===== src/rtl/acq_i2c_pkg.sv =====
package acq_i2c_pkg;
  localparam logic [3:0] DEV_ID_HI = 4'b0101;
  localparam int TX_W = 16;

  typedef enum logic [3:0] {
    ST_IDLE, ST_ADDR, ST_ADDR_ACKW, ST_ADDR_ACK, ST_HUNT,
    ST_CMD, ST_CMD_ACKW, ST_CMD_ACK, ST_READ, ST_SKIP
  } st_e;

  typedef struct packed {
    logic [2:0] chan;
    logic       range_hi;
    logic       bipolar;
    logic [1:0] pd;
  } cmd_t;
endpackage


===== src/rtl/acq_i2c_deglitch.sv =====
module acq_i2c_deglitch #(
  parameter int SYNC_STAGES = 2,
  parameter int VOTE_LEN    = 3
) (
  input  logic clk,
  input  logic rst,
  input  logic din,
  output logic dout
);
  localparam int CNT_W = $clog2(VOTE_LEN + 1);

  logic [SYNC_STAGES-1:0] sync_q;
  logic [VOTE_LEN-1:0]    vote_q;
  logic [CNT_W-1:0]       ones;

  always_comb begin
    ones = '0;
    for (int i = 0; i < VOTE_LEN; i++) ones = ones + CNT_W'(vote_q[i]);
  end

  always_ff @(posedge clk) begin
    if (rst) begin
      sync_q <= '1;
      vote_q <= '1;
      dout   <= 1'b1;
    end else begin
      sync_q <= {sync_q[SYNC_STAGES-2:0], din};
      vote_q <= {vote_q[VOTE_LEN-2:0], sync_q[SYNC_STAGES-1]};
      dout   <= (ones > CNT_W'(VOTE_LEN / 2));
    end
  end
endmodule


===== src/rtl/acq_i2c_events.sv =====
module acq_i2c_events (
  input  logic clk,
  input  logic rst,
  input  logic scl_f,
  input  logic sda_f,
  output logic scl_rise,
  output logic scl_fall,
  output logic start_evt,
  output logic stop_evt,
  output logic sda_lvl
);
  logic scl_q, sda_q;

  always_ff @(posedge clk) begin
    if (rst) begin
      scl_q <= 1'b1;
      sda_q <= 1'b1;
    end else begin
      scl_q <= scl_f;
      sda_q <= sda_f;
    end
  end

  assign scl_rise  = scl_f & ~scl_q;
  assign scl_fall  = ~scl_f & scl_q;
  assign start_evt = scl_f & scl_q & sda_q & ~sda_f;
  assign stop_evt  = scl_f & scl_q & ~sda_q & sda_f;
  assign sda_lvl   = sda_f;
endmodule


===== src/rtl/acq_i2c_engine.sv =====
module acq_i2c_engine
  import acq_i2c_pkg::*;
#(
  parameter int RES_W = 12
) (
  input  logic             clk,
  input  logic             rst,
  input  logic             scl_rise,
  input  logic             scl_fall,
  input  logic             start_evt,
  input  logic             stop_evt,
  input  logic             sda_bit,
  input  logic [2:0]       addr_sel,
  input  logic [RES_W-1:0] result,
  output logic             sda_oe,
  output cmd_t             cmd_q,
  output logic             acq_pulse,
  output logic             stop_pulse,
  output logic             wr_match_pulse
);
  localparam int PAD = TX_W - RES_W;

  st_e             state;
  logic [6:0]      shreg;
  logic [3:0]      bitcnt;
  logic            rw_q;
  logic            byte_sel;
  logic [TX_W-1:0] tx_q;
  logic [7:0]      cur_byte, other_byte;

  assign cur_byte   = byte_sel ? tx_q[7:0]  : tx_q[15:8];
  assign other_byte = byte_sel ? tx_q[15:8] : tx_q[7:0];

  always_ff @(posedge clk) begin
    if (rst) begin
      state          <= ST_IDLE;
      shreg          <= '0;
      bitcnt         <= '0;
      rw_q           <= 1'b0;
      byte_sel       <= 1'b0;
      tx_q           <= '0;
      sda_oe         <= 1'b0;
      cmd_q          <= '0;
      acq_pulse      <= 1'b0;
      stop_pulse     <= 1'b0;
      wr_match_pulse <= 1'b0;
    end else begin
      acq_pulse      <= 1'b0;
      stop_pulse     <= 1'b0;
      wr_match_pulse <= 1'b0;
      if (stop_evt) begin
        state      <= ST_IDLE;
        sda_oe     <= 1'b0;
        stop_pulse <= 1'b1;
      end else if (start_evt) begin
        state  <= ST_ADDR;
        sda_oe <= 1'b0;
        bitcnt <= '0;
      end else begin
        case (state)
          ST_ADDR: if (scl_rise) begin
            shreg  <= {shreg[5:0], sda_bit};
            bitcnt <= bitcnt + 4'd1;
            if (bitcnt == 4'd7) begin
              if (shreg == {DEV_ID_HI, addr_sel}) begin
                rw_q           <= sda_bit;
                state          <= ST_ADDR_ACKW;
                wr_match_pulse <= ~sda_bit;
              end else begin
                state <= ST_SKIP;
              end
            end
          end
          ST_ADDR_ACKW: if (scl_fall) begin
            sda_oe <= 1'b1;
            state  <= ST_ADDR_ACK;
          end
          ST_ADDR_ACK: if (scl_fall) begin
            if (rw_q) begin
              tx_q     <= TX_W'(result) << PAD;
              sda_oe   <= ~result[RES_W-1];
              byte_sel <= 1'b0;
              bitcnt   <= '0;
              state    <= ST_READ;
            end else begin
              sda_oe <= 1'b0;
              state  <= ST_HUNT;
            end
          end
          ST_HUNT: if (scl_rise && sda_bit) begin
            shreg  <= 7'd1;
            bitcnt <= 4'd1;
            state  <= ST_CMD;
          end
          ST_CMD: if (scl_rise) begin
            shreg  <= {shreg[5:0], sda_bit};
            bitcnt <= bitcnt + 4'd1;
            if (bitcnt == 4'd5) begin
              cmd_q.chan     <= shreg[3:1];
              cmd_q.range_hi <= shreg[0];
              cmd_q.bipolar  <= sda_bit;
              acq_pulse      <= 1'b1;
            end
            if (bitcnt == 4'd7) begin
              cmd_q.pd <= {shreg[0], sda_bit};
              state    <= ST_CMD_ACKW;
            end
          end
          ST_CMD_ACKW: if (scl_fall) begin
            sda_oe <= 1'b1;
            state  <= ST_CMD_ACK;
          end
          ST_CMD_ACK: if (scl_fall) begin
            sda_oe <= 1'b0;
            state  <= ST_SKIP;
          end
          ST_READ: if (scl_fall) begin
            if (bitcnt < 4'd7) begin
              bitcnt <= bitcnt + 4'd1;
              sda_oe <= ~cur_byte[3'd6 - bitcnt[2:0]];
            end else if (bitcnt == 4'd7) begin
              bitcnt <= 4'd8;
              sda_oe <= 1'b0;
            end else begin
              bitcnt   <= '0;
              byte_sel <= ~byte_sel;
              sda_oe   <= ~other_byte[7];
            end
          end
          default: ;
        endcase
      end
    end
  end

  a_r2_drive_states: assert property (@(posedge clk) disable iff (rst)
    sda_oe |-> (state == ST_ADDR_ACK || state == ST_CMD_ACK || state == ST_READ));
  a_r3_skip_holds: assert property (@(posedge clk) disable iff (rst)
    (state == ST_SKIP && !start_evt && !stop_evt) |=> (state == ST_SKIP && !sda_oe));
  a_r5_acq_single: assert property (@(posedge clk) disable iff (rst)
    acq_pulse |=> !acq_pulse);
  a_r6_match_then_ack: assert property (@(posedge clk) disable iff (rst)
    wr_match_pulse |-> state == ST_ADDR_ACKW);
  a_r7_change_on_fall: assert property (@(posedge clk) disable iff (rst)
    (state == ST_READ && !scl_fall && !start_evt && !stop_evt) |=> $stable(sda_oe));
  a_r9_stop_release: assert property (@(posedge clk) disable iff (rst)
    stop_evt |=> (state == ST_IDLE && !sda_oe && stop_pulse));
  a_r10_start_addr: assert property (@(posedge clk) disable iff (rst)
    (start_evt && !stop_evt) |=> (state == ST_ADDR && bitcnt == 4'd0 && !sda_oe));
endmodule


===== src/rtl/acq_i2c_target.sv =====
module acq_i2c_target
  import acq_i2c_pkg::*;
#(
  parameter int RES_W       = 12,
  parameter int SYNC_STAGES = 2,
  parameter int VOTE_LEN    = 3
) (
  input  logic             clk,
  input  logic             rst,
  input  logic             scl_i,
  input  logic             sda_i,
  input  logic [2:0]       addr_sel_i,
  input  logic [RES_W-1:0] result_i,
  output logic             sda_oe_o,
  output logic [2:0]       chan_o,
  output logic             range_o,
  output logic             bipolar_o,
  output logic [1:0]       pd_o,
  output logic             acq_o,
  output logic             stop_o,
  output logic             wr_match_o
);
  localparam int N_LINES = 2;

  logic [N_LINES-1:0] raw, clean;
  logic scl_rise, scl_fall, start_evt, stop_evt, sda_lvl;
  cmd_t cmd_q;

  assign raw = {sda_i, scl_i};

  for (genvar g = 0; g < N_LINES; g++) begin : g_line
    acq_i2c_deglitch #(.SYNC_STAGES(SYNC_STAGES), .VOTE_LEN(VOTE_LEN)) u_flt (
      .clk(clk), .rst(rst), .din(raw[g]), .dout(clean[g]));
  end

  acq_i2c_events u_evt (
    .clk(clk), .rst(rst), .scl_f(clean[0]), .sda_f(clean[1]),
    .scl_rise(scl_rise), .scl_fall(scl_fall),
    .start_evt(start_evt), .stop_evt(stop_evt), .sda_lvl(sda_lvl));

  acq_i2c_engine #(.RES_W(RES_W)) u_eng (
    .clk(clk), .rst(rst), .scl_rise(scl_rise), .scl_fall(scl_fall),
    .start_evt(start_evt), .stop_evt(stop_evt), .sda_bit(sda_lvl),
    .addr_sel(addr_sel_i), .result(result_i), .sda_oe(sda_oe_o),
    .cmd_q(cmd_q), .acq_pulse(acq_o), .stop_pulse(stop_o),
    .wr_match_pulse(wr_match_o));

  assign chan_o    = cmd_q.chan;
  assign range_o   = cmd_q.range_hi;
  assign bipolar_o = cmd_q.bipolar;
  assign pd_o      = cmd_q.pd;
endmodule


===== config.mk =====
export PLATFORM = sky130hd
export DESIGN_NAME = acq_i2c_target
export DESIGN_NICKNAME = d
export VERILOG_FILES = /design/src/rtl/acq_i2c_pkg.sv /design/src/rtl/acq_i2c_deglitch.sv /design/src/rtl/acq_i2c_events.sv /design/src/rtl/acq_i2c_engine.sv /design/src/rtl/acq_i2c_target.sv
export SDC_FILE = /design/constraint.sdc
export NUM_CORES = 1
export LEC_CHECK = 0
export BUFFER_PORTS_ARGS = -buffer_cell sky130_fd_sc_hd__buf_2
export CAP_MARGIN = 20
export CELL_PAD_IN_SITES_DETAIL_PLACEMENT = 0
export CELL_PAD_IN_SITES_GLOBAL_PLACEMENT = 1
export CORE_MARGIN = 2
export CORE_UTILIZATION = 46
export CTS_BUF_LIST = sky130_fd_sc_hd__clkbuf_4 sky130_fd_sc_hd__clkbuf_8
export DETAILED_ROUTE_END_ITERATION = 16
export PLACE_DENSITY = 0.84
export SETUP_SLACK_MARGIN = 0.2
export SLEW_MARGIN = 20
export SYNTH_ARGS = -nofsm -noshare
export SYNTH_HDL_FRONTEND = slang
export SYNTH_HIERARCHICAL = 1
export SYNTH_SLANG_ARGS = --single-unit

===== constraint.sdc =====
create_clock -name clk -period 2.8 [get_ports clk]
set_clock_uncertainty 0.2 [all_clocks]
set_input_delay 0.42 -clock clk [delete_from_list [all_inputs] [get_ports clk]]
set_output_delay 0.42 -clock clk [all_outputs]
set_load 0.01 [all_outputs]

==> run metrics <==
Resized Gates After CTS 0; Routed WL per cell 13.7 µm; GR met3 Demand/Resource 3.91%; cell type with the largest total area after synthesis dfxtp_1; GPL Wtd Cong 0.844; final critical delay including setup and external delays 2.37 ns; worst-skew pair later-pin latency 0.31 ns; unrepaired setup endpoints after global routing no; PnR Total Power 1.48 mW; layout overhead on the synthesized area 13.1%; kind of start point of the critical path flop; data arrival time of the critical path 2.37 ns; Worst Tran Pin Value 0.513 ns; proportion of synthesized chip area in sequential cells 42.2%; number of instances in the synthesized netlist 284; number of warnings issued by yosys 6; placed instance count 375; Core Rows 27; number of vias per cell after detailed routing 5.34; number of maximum-capacitance violations 0; Global Route met2 Usage 29.2%; FF-to-FF setup slack 0.43 ns; Clock Tree Buf Depth 2; post-layout net count 333; First-pass DRT Iterations 4; share of flip-flops with an asynchronous set or reset 0%; run status complete, no violations; global-route wire length before repair 9050 µm; final setup TNS 0 ns; M1 GR Usage 24.2%; layout cell share with drive strength beyond 1 17.4%; type of the setup path with the least slack flop to flop; cell chosen for the clock root clkbuf_8; effective utilization at floorplan 47.0%; sink count of the clock tree 54; Final setup viols 0; Net Sw Power 362 µW; final hold violation count 0; CP endpoint kind flop; internal portion of total power 1.12 mW; ys flop type dfxtp_1; total die area 0.00617 mm²; number of DRC markers after the initial detailed-route iteration 155; Post-Synthesis Mean Instance Area 9.01 µm²; Floorplan Core Area 0.00544 mm²; normalized max-slew margin 65.8%; number of pins exceeding their max-slew limit in the final report 0; Post-Layout Cell Count 383; fraction of the core area covered by cells at the end of the flow 53.2%; most congested layer reported by global routing met2; Post-Route Hold Slack 0.0760 ns; gr usage total 18.4%; number of hold buffers added after CTS 0; H-Tree Level Count 2; global route total overflow 0; total setup buffers inserted after CTS 0; sequential group share of total power 53.6%; power per standard cell area 512 mW/mm²; largest net degree at the start of global routing 31; main area contributors after synthesis dfxtp_1 42%, mux2i_1 9.4%, nor2_1 5.0%; area share of the leading cell type in the synthesized netlist 42.2%; post-synthesis instance area 0.00256 mm²; most common cell in the netlist dfxtp_1; Cell variety after synth 55; number of antenna diodes 0; count of pins on the block boundary 30; maximum clock frequency 422 MHz; commonest cells in the synthesized netlist 54 x dfxtp_1, 34 x nor2_1, 24 x mux2i_1; via count 2047; Crit path required time 2.81 ns; highest fanout seen on the critical path 9; combinational share of power 9.8%; Die Y-Extent 78.6 µm; fraction of power spent switching nets 24.4%; number of antenna violations at the first check in global routing 0; Lkg Pwr 1.19 nW; count of input and output buffers 29; TritonCTS clock tree yes; clock network fraction of design power 36.5%; DRC viols 0; flip-flop and latch count after synthesis 54; number of filler cells placed in the layout 503; share of the clock period used by the worst path 84.6%; Detail Route Antenna Nets 0; IR Drop Worst-Case VDD 0.000364 V; via count of the first global-routing pass 1963; dpl hpwl 3720 µm; Worst-path clk slew 0.10 ns; CTS Buf Count 5; final wirelength 5230 µm; number of flops mapped to enable cells by yosys 0; Die X 78.6 µm; Syn Nets 307; type of the most critical hold path primary input to flop
## critical path, cell delays in order, from the launching register on
cell	delay, ns
dfxtp_1	0.35
and4b_1	0.32
nor4b_1	0.45
and3_1	0.23
and4_1	0.43
mux2i_1	0.24
nor2_1	0.05
## through the flow
step | area (µm²) | setup slack, ns
finish | 2890 | 0.431
global route | 2890 | 0.248
CTS | 2890 | 0.396
detailed placement | 2780 | 0.408
global placement | 2780 | 0.425
floorplan | 2560 | 0.582
## state kept, by name, indices dropped and copies added, names as in the netlist, 2 cells and up
| name | count |
|---|---|
| g_line.u_flt/vote_q | 6 |
| u_eng/cmd_q | 7 |
| u_eng/bitcnt | 4 |
| g_line.u_flt/dout | 2 |
| g_line.u_flt/sync_q | 4 |
| u_eng/shreg | 7 |
| u_eng/tx_q | 12 |
| u_eng/state | 4 |
## layout make-up
| class | count | area [µm²] | area share, % |
|---|---|---|---|
| sequential | 54 | 1080 | 37.4 |
| timing repair buffer | 40 | 228 | 7.87 |
| clock inverter | 3 | 48.8 | 1.69 |
| clock buffer | 5 | 68.8 | 2.38 |
| multi-input combinational | 201 | 1350 | 46.6 |
| tap | 72 | 90.1 | 3.11 |
| inverter | 8 | 30.0 | 1.04 |
## power by group through the flow
| stage | registers, mW | logic (mW) | clock network [mW] |
|---|---|---|---|
| after floorplan | 0.802 | 0.106 | 0 |
| after global placement | 0.811 | 0.146 | 0 |
| after detailed placement | 0.812 | 0.146 | 0 |
| after CTS | 0.794 | 0.146 | 0.558 |
| after global routing | 0.796 | 0.163 | 0.588 |
| final | 0.794 | 0.146 | 0.541 |
## worst paths after layout
check | startpoint | to | cells past startpoint
setup / recovery | g_line[0].u_flt/dout | u_eng/cmd_q[5] | 6
hold / removal | scl_i | g_line[0].u_flt/sync_q[0] | 2
setup reg to reg | g_line[0].u_flt/dout | u_eng/cmd_q[5] | 6
hold reg to reg | g_line[0].u_flt/sync_q[1] | g_line[0].u_flt/vote_q[0] | 1
## layer usage
layer  vias up  part of all wire, %
met4         0                  1.9
met2        34                   45
met1       951                   50
li1       1054                    -
met5         -                    0
met3         8                  3.0
## cell usage in the layout, fill, tap and decap left out, types with 2 or more instances in the layout
master	instances
nand3_1	5
or4_1	3
xnor2_1	4
buf_2	29
mux2i_1	24
a21oi_1	14
ha_1	4
nor2_1	34
inv_1	8
o21ai_0	13
o211ai_1	2
or3_1	3
a21o_1	2
a22oi_1	6
a211o_1	2
nand3b_1	4
a211oi_1	2
or2_1	12
clkbuf_8	5
nand2b_1	5
buf_4	11
nor2b_1	8
and4b_1	3
nor3_1	4
o21a_1	2
dfxtp_1	54
nand4_1	4
nand2_1	14
and3_1	2
nor4b_1	2
## cell families (layout without fill, tap and decap cells)
group                      count (synthesis)  after routing  share of synthesized area, %
xor gates and xnor gates                   5              5                          1.71
buffers and inverters                     29             56                          5.08
muxes                                     26             26                          10.7
adders and majority gates                  4              4                          1.96
DFF                                       54             54                          42.2
AOI/OAI and AO/OA                         54             54                          13.9
and+or+nand+nor                          112            112                          24.4
(Power assumes the default switching activity.)
